$ cat config.mk
export PLATFORM = sky130hd
export DESIGN_NAME = serial_rx_dbuf
export DESIGN_NICKNAME = d
export VERILOG_FILES = /design/src/rtl/srx_pkg.sv /design/src/rtl/srx_sync_edge.sv /design/src/rtl/srx_shifter.sv /design/src/rtl/srx_data_reg.sv /design/src/rtl/serial_rx_dbuf.sv
export SDC_FILE = /design/constraint.sdc
export NUM_CORES = 1
export LEC_CHECK = 0
export BUFFER_PORTS_ARGS = -buffer_cell sky130_fd_sc_hd__buf_2
export CORE_MARGIN = 5
export CORE_UTILIZATION = 45
export CTS_BUF_LIST = sky130_fd_sc_hd__clkbuf_8
export CTS_CLUSTER_SIZE = 28
export DETAILED_ROUTE_END_ITERATION = 8
export SYNTH_ARGS = -nofsm -noshare
export SYNTH_HDL_FRONTEND = slang
export SYNTH_SLANG_ARGS = --single-unit
$ cat constraint.sdc
create_clock -name clk -period 3.6 [get_ports clk]
set_clock_uncertainty 0.15 [all_clocks]
set_input_delay 0.72 -clock clk [delete_from_list [all_inputs] [get_ports clk]]
set_output_delay 0.72 -clock clk [all_outputs]
set_load 0.02 [all_outputs]
$ cat src/rtl/srx_pkg.sv
package srx_pkg;

  typedef enum logic [1:0] {
    SH_IDLE = 2'd0,
    SH_RUN  = 2'd1,
    SH_HOLD = 2'd2
  } sh_state_t;

endpackage

$ cat src/rtl/srx_sync_edge.sv
module srx_sync_edge #(
  parameter int STAGES = 2
) (
  input  logic clk,
  input  logic rst,
  input  logic sclk_in,
  input  logic fs_in,
  input  logic dat_in,
  output logic fall,
  output logic fs_s,
  output logic dat_s
);

  logic [STAGES-1:0] sclk_pipe;
  logic [STAGES-1:0] fs_pipe;
  logic [STAGES-1:0] dat_pipe;
  logic              sclk_prev;

  generate
    if (STAGES == 1) begin : g_one
      always_ff @(posedge clk) begin
        if (rst) begin
          sclk_pipe <= '0;
          fs_pipe   <= '0;
          dat_pipe  <= '0;
        end else begin
          sclk_pipe <= sclk_in;
          fs_pipe   <= fs_in;
          dat_pipe  <= dat_in;
        end
      end
    end else begin : g_many
      always_ff @(posedge clk) begin
        if (rst) begin
          sclk_pipe <= '0;
          fs_pipe   <= '0;
          dat_pipe  <= '0;
        end else begin
          sclk_pipe <= {sclk_pipe[STAGES-2:0], sclk_in};
          fs_pipe   <= {fs_pipe[STAGES-2:0], fs_in};
          dat_pipe  <= {dat_pipe[STAGES-2:0], dat_in};
        end
      end
    end
  endgenerate

  always_ff @(posedge clk) begin
    if (rst) sclk_prev <= 1'b0;
    else     sclk_prev <= sclk_pipe[STAGES-1];
  end

  assign fall  = sclk_prev & ~sclk_pipe[STAGES-1];
  assign fs_s  = fs_pipe[STAGES-1];
  assign dat_s = dat_pipe[STAGES-1];

endmodule

$ cat src/rtl/srx_shifter.sv
module srx_shifter
  import srx_pkg::*;
#(
  parameter int WORD_W   = 16,
  parameter int NARROW_W = 8
) (
  input  logic              clk,
  input  logic              rst,
  input  logic              fall,
  input  logic              fs,
  input  logic              dat,
  input  logic              byte_mode,
  input  logic              cont_mode,
  input  logic              dest_free,
  output logic              xfer,
  output logic [WORD_W-1:0] xfer_word,
  output logic              ovr_evt
);

  localparam int CNT_W = $clog2(WORD_W);

  sh_state_t         state;
  logic [WORD_W-2:0] sr;
  logic [CNT_W-1:0]  cnt;
  logic              narrow_q;
  logic [WORD_W-1:0] held;

  logic [CNT_W-1:0]  last_idx;
  logic [WORD_W-1:0] shifted;
  logic [WORD_W-1:0] framed;
  logic              at_last;
  logic              finishing;

  always_comb begin
    last_idx  = narrow_q ? CNT_W'(NARROW_W - 1) : CNT_W'(WORD_W - 1);
    shifted   = {sr, dat};
    framed    = narrow_q ? WORD_W'(shifted[NARROW_W-1:0]) : shifted;
    at_last   = (cnt == last_idx);
    finishing = (state == SH_RUN) && fall && at_last;
    xfer      = dest_free && (finishing || (state == SH_HOLD));
    xfer_word = (state == SH_HOLD) ? held : framed;
    ovr_evt   = finishing && !dest_free;
  end

  always_ff @(posedge clk) begin
    if (rst) begin
      state    <= SH_IDLE;
      sr       <= '0;
      cnt      <= '0;
      narrow_q <= 1'b0;
      held     <= '0;
    end else begin
      case (state)
        SH_IDLE: begin
          if (fall && fs) begin
            state    <= SH_RUN;
            cnt      <= '0;
            sr       <= '0;
            narrow_q <= byte_mode;
          end
        end
        SH_RUN: begin
          if (fall) begin
            sr <= shifted[WORD_W-2:0];
            if (at_last) begin
              cnt <= '0;
              if (!dest_free) begin
                held  <= framed;
                state <= SH_HOLD;
              end else if (cont_mode) begin
                narrow_q <= byte_mode;
              end else begin
                state <= SH_IDLE;
              end
            end else begin
              cnt <= cnt + 1'b1;
            end
          end
        end
        SH_HOLD: begin
          if (dest_free) state <= SH_IDLE;
        end
        default: state <= SH_IDLE;
      endcase
    end
  end

  AST_HOLD_FROZEN: assert property (@(posedge clk) disable iff (rst)
    (state == SH_HOLD && !dest_free) |=> (state == SH_HOLD && $stable(held)));

  AST_IDLE_NEEDS_MARK: assert property (@(posedge clk) disable iff (rst)
    (state == SH_IDLE && !(fall && fs)) |=> (state == SH_IDLE));

  AST_NARROW_UPPER_ZERO: assert property (@(posedge clk) disable iff (rst)
    (xfer && narrow_q) |-> (xfer_word[WORD_W-1:NARROW_W] == '0));

endmodule

$ cat src/rtl/srx_data_reg.sv
module srx_data_reg #(
  parameter int WORD_W = 16
) (
  input  logic              clk,
  input  logic              rst,
  input  logic              xfer,
  input  logic [WORD_W-1:0] xfer_word,
  input  logic              ovr_evt,
  input  logic              rd_stb,
  output logic              dest_free,
  output logic [WORD_W-1:0] data_q,
  output logic              unread_q,
  output logic              ovr_q,
  output logic              irq_q
);

  assign dest_free = !unread_q || rd_stb;

  always_ff @(posedge clk) begin
    if (rst) begin
      data_q   <= '0;
      unread_q <= 1'b0;
      ovr_q    <= 1'b0;
      irq_q    <= 1'b0;
    end else begin
      irq_q <= xfer;
      if (xfer) data_q <= xfer_word;
      if (xfer)        unread_q <= 1'b1;
      else if (rd_stb) unread_q <= 1'b0;
      if (ovr_evt)     ovr_q <= 1'b1;
      else if (rd_stb) ovr_q <= 1'b0;
    end
  end

  AST_IRQ_FOLLOWS_LOAD: assert property (@(posedge clk) disable iff (rst)
    xfer |=> irq_q);

  AST_NO_OVERWRITE: assert property (@(posedge clk) disable iff (rst)
    (unread_q && !rd_stb) |=> ($stable(data_q) && !irq_q));

  AST_OVR_STICKY: assert property (@(posedge clk) disable iff (rst)
    (ovr_q && !rd_stb) |=> ovr_q);

endmodule

$ cat src/rtl/serial_rx_dbuf.sv
module serial_rx_dbuf #(
  parameter int WORD_W      = 16,
  parameter int NARROW_W    = 8,
  parameter int SYNC_STAGES = 2
) (
  input  logic              clk,
  input  logic              rst,
  input  logic              byte_mode,
  input  logic              cont_mode,
  input  logic              ser_clk,
  input  logic              ser_fs,
  input  logic              ser_dat,
  input  logic              rd_stb,
  output logic [WORD_W-1:0] rd_data,
  output logic              rx_irq,
  output logic              rx_unread,
  output logic              rx_ovr
);

  logic              fall;
  logic              fs_s;
  logic              dat_s;
  logic              dest_free;
  logic              xfer;
  logic              ovr_evt;
  logic [WORD_W-1:0] xfer_word;

  srx_sync_edge #(.STAGES(SYNC_STAGES)) u_sync (
    .clk     (clk),
    .rst     (rst),
    .sclk_in (ser_clk),
    .fs_in   (ser_fs),
    .dat_in  (ser_dat),
    .fall    (fall),
    .fs_s    (fs_s),
    .dat_s   (dat_s)
  );

  srx_shifter #(.WORD_W(WORD_W), .NARROW_W(NARROW_W)) u_shift (
    .clk       (clk),
    .rst       (rst),
    .fall      (fall),
    .fs        (fs_s),
    .dat       (dat_s),
    .byte_mode (byte_mode),
    .cont_mode (cont_mode),
    .dest_free (dest_free),
    .xfer      (xfer),
    .xfer_word (xfer_word),
    .ovr_evt   (ovr_evt)
  );

  srx_data_reg #(.WORD_W(WORD_W)) u_dreg (
    .clk       (clk),
    .rst       (rst),
    .xfer      (xfer),
    .xfer_word (xfer_word),
    .ovr_evt   (ovr_evt),
    .rd_stb    (rd_stb),
    .dest_free (dest_free),
    .data_q    (rd_data),
    .unread_q  (rx_unread),
    .ovr_q     (rx_ovr),
    .irq_q     (rx_irq)
  );

  AST_IRQ_MARKS_UNREAD: assert property (@(posedge clk) disable iff (rst)
    rx_irq |-> rx_unread);

endmodule

### Word-level counts from Yosys, hierarchy flattened

Cells that the tools add are included.

* flip-flop bits (word level): 64
* bits of input ports: 8
* logic and storage cells: 70

* add/subtract/negate cells: 1
* equality and inequality tests: 10
* multiplexer cells: 26
* bitwise operators: 3
* reductions and logical operators: 17

Operators by type and width (count)
* 16-bit two-way mux: 2
* 15-bit two-way mux: 2
* 15-bit case mux with 2 select lines: 1
* 4-bit two-way mux: 4
* 2-bit two-way mux: 6
* 2-bit by 1-bit inequality test with 1-bit output, second input constant: 5
* 1-bit two-way mux: 8
* 4-bit case mux with 2 select lines: 1
* 2-bit case mux with 3 select lines: 1
* 6-bit AND reduction: 1
* 2-bit nonzero test: 3
* 1-bit logical AND: 5
* 5-bit AND reduction: 1
* 4-bit by 1-bit adder with 4-bit output, second input constant: 1
* 4-bit equality test: 1
* 4-bit AND reduction: 1
* 3-bit inequality test, second input constant: 1
* 3-bit AND reduction: 1
* 2-bit by 1-bit equality test with 1-bit output, second input constant: 1
* 2-bit equality test, second input constant: 1
* 1-bit logical NOT: 2
* 2-bit logical NOT: 1
* 1-bit logical OR: 2
* 2-bit inequality test, second input constant: 1
* 3 further kinds: 4

### Logic depth before layout (Yosys ltp)

Gate-level depths: netlist of run 1.

* depth in word-level cells: 7
* gate-level depth with buffers: 7
* gate-level depth less buffers: 5

### Hierarchy

A second synthesis of run 1 with hierarchy kept.

* cells, all modules: 273
* area, all modules: 2601.2 um^2

Modules (own cells, without submodules)
* srx_shifter: times used 1, cells each 196, area an instance 1735.4 um^2, seq. area each 760.7 um^2
* srx_data_reg: times used 1, cells each 62, area an instance 675.6 um^2, seq. area each 380.4 um^2
* srx_sync_edge: times used 1, cells each 15, area an instance 190.2 um^2, seq. area each 140.1 um^2

### Worst setup path after synthesis of run 1

OpenSTA, ideal clock, no wires.

* kind: input port to flip-flop
* start point: input rd_stb
* end point: register u_shift.held[0]
* library setup time: 128 ps
* arrival: 1714 ps
* path slack: 1609 ps
* stages: 6
* buffers on the path: 2
* cell sequence: nand2b_1 > and4bb_2 > buf_4 > buf_6 > mux2i_1 > nor2_1

* cells in the longest elaborated chain, start to end: 3

Ends and longest elaborated chain
* start, declared: RTL line serial_rx_dbuf.sv:13 `input logic rd_stb,`
* 1-bit logical OR: RTL line srx_data_reg.sv:17 `assign dest_free = !unread_q || rd_stb;`
* 1-bit inverter (no line)
* 4-bit AND reduction (no line)
* end signal, assigned: RTL line srx_shifter.sv:68 `held <= framed;`
* end, declared: RTL line srx_shifter.sv:26 `logic [WORD_W-1:0] held;`

Every way passes these cells.
A chain may end at the register's enable or synchronous reset.

### Final worst setup path of run 1

* start point: register u_shift.state[1]
* end point: register u_dreg.data_q[14]

* cells in the longest elaborated chain, start to end: 5

Ends and longest elaborated chain
* start, declared: RTL line srx_shifter.sv:22 `sh_state_t state;`
* start signal, assigned: RTL line srx_shifter.sv:47 `state <= SH_IDLE;`
* start signal, assigned: RTL line srx_shifter.sv:56 `state <= SH_RUN;`
* start signal, assigned: RTL line srx_shifter.sv:69 `state <= SH_HOLD;`
* 2-bit by 1-bit equality test with 1-bit output: RTL line srx_shifter.sv:39 `finishing = (state == SH_RUN) && fall && at_last;`
* 1-bit logical AND (2 in a row): RTL line srx_shifter.sv:39
* 1-bit logical OR: RTL line srx_shifter.sv:40 `xfer = dest_free && (finishing || (state == SH_HOLD));`
* 1-bit logical AND: RTL line srx_shifter.sv:40
* end signal, assigned: RTL line srx_data_reg.sv:27 `if (xfer) data_q <= xfer_word;`
* end, declared: RTL line srx_data_reg.sv:11 `output logic [WORD_W-1:0] data_q,`

Several ways; a longest one is shown, not always the timed one.

==> results.json, run 1 <==
{
  "grt_start_max_net_pins": 37,
  "vias_per_cell": 5.19,
  "dp_hpwl_um": 3270,
  "tns_ns": 0,
  "syn_to_final_growth_pct": 11.4,
  "yosysMostFrequentCell": "dfxtp_1",
  "postRouteAntennaNets": 0,
  "rows": 27,
  "tritoncts": "done",
  "htreeDepth": 3,
  "clk_path_buf_depth": 2,
  "whs_path_depth": 1,
  "relSlewSlack_pct": 41.4,
  "synthAdderAreaFrac_pct": 0.478,
  "synth_compound_area_share_pct": 14.1,
  "synthSimpleGateAreaFrac_pct": 18.7,
  "syn_nets": 285,
  "vdd_drop_max_mv": 0.179,
  "antenna_found_initial": 0,
  "drv_slew": 0,
  "diodes": 0,
  "cp.arrival_ns": 2.41,
  "synthesis.area_um2": 2620,
  "power_w": 0.00126,
  "die_y_um": 86.3,
  "fin_crit_sh_pct": 63.4,
  "met2_usage_pct": 21.9,
  "synth-edff-count": 0,
  "end_kind": "flop",
  "yosys.cell_types.count": 34,
  "cap_violations": 0,
  "ys_top_cells_by_area": "dfxtp_1 49%, mux2i_1 12%, nor2_1 5.6%",
  "start_util_pct": 47.0,
  "synth_xor_area_share_pct": 0.621,
  "finalNetCount": 302,
  "synthMuxAreaShare_pct": 12.2,
  "yosys-top-cells-count": "64 x dfxtp_1, 39 x nor2_1, 32 x mux2i_1, 21 x a21oi_1, 18 x or3_1",
  "die_x_um": 86.3,
  "fmax_mhz": 438,
  "reg2reg_depth": 5,
  "required_ns": 3.72,
  "grt_pass1_vias": 1864,
  "wl_per_cell_um": 14.2,
  "grt-busiest-layer": "met2",
  "coreArea_um2": 5570,
  "avgSynthCellArea_um2": 9.48,
  "cts-root-buf": "clkbuf_8",
  "final_hold_viol_count": 0,
  "ys_seq_area_share_pct": 48.9,
  "ys_ff_latch": 64,
  "track_usage_pct": 15.3,
  "ys_warn_count": 0,
  "grt.met1_usage_pct": 21.5,
  "worstHoldStart": "u_sync.fs_pipe[0]",
  "fin_crit_ns": 2.28,
  "hold_path_end": "u_sync.fs_pipe[1]",
  "place_congestion": 0.756,
  "cts_setup_buffers": 0,
  "fillCellCount": 541,
  "crit_type": "flop to flop",
  "vias": 1922,
  "gr-usage-met3_pct": 3.33,
  "crit_fanout": 35,
  "io_buffer_count": 26,
  "finalWirelength_um": 5240,
  "grt-ovfl-total": 0,
  "worst-r2r-setup-slack_ns": 1.32,
  "power_leakage_nw": 1.12,
  "rr_startpoint": "u_shift.state[1]",
  "setup_viol": 0,
  "io_pins": 27,
  "synth_top_family_by_area": "simple AND/OR/NAND/NOR gates",
  "clk_pin_slew_worst_paths_ns": 0.08,
  "clock_latency_ns": 0.34,
  "post_cts_resized": 0,
  "cts_num_sinks": 64,
  "cts_made_buffers": 9,
  "tightest_slew_ns": 0.876,
  "dieArea_um2": 7440,
  "grt_pass1_wl_um": 9030,
  "synthFlopType": "dfxtp_1",
  "drt-initial-drc-count": 104,
  "synth_top_area_share_pct": 48.9,
  "synth-async-reset-ratio_pct": 0,
  "drc": 0,
  "firstDrtPassIters": 5,
  "hold_buffers": 0,
  "p_per_area_nw_per_um2": 434,
  "min_path_type": "flop to flop",
  "critPathLaunchType": "flop",
  "r2r-end": "u_dreg.data_q[14]",
  "rsz0062_at_grt": "false",
  "status": "completed",
  "yosysTopAreaCell": "dfxtp_1",
  "syn_inst": 276,
  "drive_gt1_share_pct": 16.4
}
per-stage QoR:
stage / hold WS, ns / util, % / area (um^2) / std cells / setup WS (ns)
floorplan: 0.264 / - / 2620 / 276 / 1.61
global placement: 0.268 / 49.2 / 2740 / 354 / 1.28
detailed placement: 0.277 / 49.2 / 2740 / 354 / 1.26
CTS: 0.294 / 52.3 / 2920 / 370 / 1.30
global route: 0.311 / 52.3 / 2920 / 370 / 1.11
finish: 0.290 / 52.3 / 2920 / 370 / 1.32
cell usage in the layout (no fill, tap or decap), drive strengths merged, types with 9 or more instances in the layout:
master  synthesis  layout
clkbuf         12       9
mux2i          32      32
buf            11      29
o21ai          17      17
or3            18      18
a21oi          22      22
dfxtp          64      64
nor2b          16      16
nor2           39      39
a22oi          16      16
cell type report:
cell class              instances  area (um^2)  share of cell area (%)
inverters                       3         11.3                   0.386
clock buffers                   9          124                    4.25
clock inverters                 7         48.8                    1.67
repair buffers                 29          153                    5.23
flip-flops and latches         64         1280                    43.9
well taps                      72         90.1                    3.09
multi-input cells             186         1210                    41.4
sequential cells by signal (all words and copies together) (netlist names):
signal and flops:
u_dreg.ovr_q 1, u_shift.sr 15, u_shift.narrow_q 1, u_sync.sclk_pipe 2
u_shift.state 2, u_sync.sclk_prev 1, u_dreg.irq_q 1, u_dreg.unread_q 1
u_sync.dat_pipe 2, u_sync.fs_pipe 2, u_dreg.data_q 16, u_shift.cnt 4
u_shift.held 16
worst max path at each step:
| stage | slack (ns) | endpoint | from | depth (start not counted) |
|---|---|---|---|---|
| floorplan | 1.61 | u_shift.held[0] | rd_stb | 6 |
| global route | 1.11 | u_dreg.data_q[14] | u_shift.state[1] | 5 |
| CTS | 1.30 | u_dreg.data_q[14] | u_shift.state[1] | 5 |
| global placement | 1.28 | u_shift.held[12] | rd_stb | 5 |
| detailed placement | 1.26 | u_shift.held[14] | rd_stb | 5 |
| finish | 1.32 | u_dreg.data_q[14] | u_shift.state[1] | 5 |
critical path: stages (launching register included):
cell and delay, ns:
dfxtp_1 0.44, and4bb_1 0.21, buf_4 0.19, a41oi_4 0.76, o21ai_0 0.26, a21oi_2 0.19
logic make-up (layout without fill, tap and decap cells):
group,count (synthesis),count (layout)
AND/OR/NAND/NOR,93,93
flip-flops,64,64
adder cells (fa/ha/maj),1,1
AO/OA/AOI/OAI,59,59
XOR/XNOR,1,1
buffers and inverters,26,48
multiplexers,32,32
per-layer routing:
metal	vias up	share of wire [%]	wire, um
met3	11	4.4	229
met4	0	1.9	101
met1	880	53	2770
met2	36	41	2150
met5	-	0	0
li1	995	-	-
where the power goes:
| group | switching [W] | internal, W |
|---|---|---|
| registers | 0.00000173 | 0.000711 |
| logic | 0.0000147 | 0.00000652 |
| clock network | 0.000283 | 0.000247 |
(Power assumes the default switching activity.)
==> run 2: changes to the inputs <==
clock period = 2.4 ns   (was 3.6 ns; I/O delays follow)
==> run 2 against run 1 <==
Compared with the run above: sequential share of layout area fell by 1.3 points; fmax increased by 8.2%; wire length rose by 1.1%; combinational power increased by 69%; final cell count grew 1.1%; sequential power is 50% higher; count of clock-buffer cells in the layout grew 1; via count is 1.6% higher; total power increased by 68%; critical endpoint is now u_dreg.data_q[5]; highest routed layer unchanged.
==> results.json, run 2 (same netlist as run 1, synthesis figures left out) <==
{
  "r2r-end": "u_dreg.data_q[5]",
  "start_util_pct": 47.0,
  "end_kind": "flop",
  "clk_pin_slew_worst_paths_ns": 0.07,
  "crit_chain": "xor2_2 -> a41oi_4 -> or3_1 -> a21oi_1",
  "finalNetCount": 306,
  "crit_type": "flop to flop",
  "cap_violations": 0,
  "final_hold_viol_count": 0,
  "grt_start_max_net_pins": 36,
  "tritoncts": "done",
  "drc": 0,
  "finalWirelength_um": 5300,
  "clock_latency_ns": 0.34,
  "p_per_area_nw_per_um2": 705,
  "hold_path_end": "u_sync.sclk_pipe[0]",
  "reg.largest.list": "u_dreg.data_q (16), u_shift.held (16), u_shift.sr (15)",
  "grt_pass1_vias": 1808,
  "die_y_um": 86.3,
  "dieArea_um2": 7440,
  "diodes": 0,
  "power_w": 0.00212,
  "power_leakage_nw": 1.18,
  "cpPeakStageDelay_ns": 0.53,
  "cts-root-buf": "clkbuf_8",
  "rsz0062_at_grt": "false",
  "layout_common_cells": "64 x dfxtp_1, 39 x nor2_1, 32 x mux2i_1",
  "track_usage_pct": 15.5,
  "whs_path_depth": 2,
  "status": "completed",
  "min_path_type": "input port to flop",
  "vdd_drop_max_mv": 0.400,
  "worstHoldStart": "ser_clk",
  "required_ns": 2.52,
  "critPathLaunchType": "flop",
  "worst-r2r-setup-slack_ns": 0.29,
  "post_cts_resized": 0,
  "vias_per_cell": 5.22,
  "drv_slew": 0,
  "tightest_slew_ns": 0.832,
  "firstDrtPassIters": 4,
  "setup_viol": 0,
  "relSlewSlack_pct": 44.3,
  "dp_hpwl_um": 3490,
  "fin_crit_sh_pct": 88.0,
  "drt-initial-drc-count": 99,
  "place_congestion": 0.748,
  "crit_family": "compound AO/OA/AOI/OAI gates",
  "fmax_mhz": 474,
  "fillCellCount": 502,
  "htreeDepth": 3,
  "tns_ns": 0,
  "syn_to_final_growth_pct": 14.9,
  "grt_pass1_wl_um": 9150,
  "cp.arrival_ns": 2.23,
  "vias": 1953,
  "crit_fanout": 35,
  "io_buffer_count": 26,
  "io_pins": 27,
  "postRouteAntennaNets": 0,
  "path_buf_inv": 0,
  "antenna_found_initial": 0,
  "cts_setup_buffers": 0,
  "drive_gt1_share_pct": 17.5,
  "slowest_stage": "dfxtp_1",
  "cts_made_buffers": 9,
  "rr_startpoint": "u_shift.narrow_q",
  "reg2reg_depth": 4,
  "fin_crit_ns": 2.11,
  "wl_per_cell_um": 14.2,
  "final_common_cell": "dfxtp_1",
  "coreArea_um2": 5570,
  "cts_num_sinks": 64,
  "rows": 27,
  "clk_path_buf_depth": 2,
  "grt-ovfl-total": 0,
  "hold_buffers": 0,
  "die_x_um": 86.3
}
-- run 2: cell types whose count changed in the layout (fill, tap and decap cells not counted), sizes merged --
cell	delta
bufinv	+2
clkinvlp	-3
clkbuf	+1
buf	+4
-- run 2: layer usage --
metal / up-vias / track usage (%) / wire (um)
li1: 1009 / - / -
met1: 903 / 22.4 / 2760
met2: 32 / 21.3 / 2280
met3: 9 / 3.42 / 198
met4: 0 / 8.50 / 64
met5: - / 0 / 0
-- run 2: metrics by stage --
step / cell area (um^2) / hold slack, ns / util (%) / setup slack [ns] / instances
CTS: 3010 / 0.187 / 53.9 / 0.269 / 374
global route: 3010 / 0.229 / 53.9 / 0.117 / 374
detailed placement: 2790 / 0.287 / 50.0 / 0.292 / 358
finish: 3010 / 0.197 / 53.9 / 0.289 / 374
floorplan: 2620 / 0.264 / - / 0.620 / 276
global placement: 2790 / 0.269 / 50.0 / 0.315 / 358
-- run 2: cell type report --
cell class	instances	area, um^2	area share [%]
Clock buffer	10	138	4.58
Clock inverter	6	82.6	2.75
Inverter	3	11.3	0.375
Multi-Input combinational cell	186	1210	40.2
Sequential cell	64	1280	42.6
Tap cell	72	90.1	3.00
Timing Repair Buffer	33	195	6.49
-- run 2: worst reg2reg max path: cells and delay by family, from the launching register on --
family | cells | cell delay (ns)
AND/OR/NAND/NOR | 1 | 0.51
flip-flops | 1 | 0.53
XOR/XNOR | 1 | 0.28
AO/OA/AOI/OAI | 2 | 0.57
-- run 2: power breakdown --
part           internal (W)   total, W  switching [W]  leakage, nW
clock              0.000607    0.00102       0.000408        0.112
sequential          0.00107    0.00107     0.00000267        0.517
combinational     0.0000131  0.0000358      0.0000227        0.551
-- run 2: worst max-delay path by stage --
stage                                  end  slack, ns  cells past startpoint             start
after floorplan            u_shift.held[0]       0.62                      7    u_shift.cnt[0]
after detailed placement  u_dreg.data_q[2]       0.29                      4  u_shift.narrow_q
after CTS                 u_dreg.data_q[0]       0.27                      4  u_shift.narrow_q
final                     u_dreg.data_q[5]       0.29                      4  u_shift.narrow_q
after global routing      u_dreg.data_q[0]       0.12                      4  u_shift.narrow_q
after global placement    u_dreg.data_q[3]       0.32                      4  u_shift.narrow_q
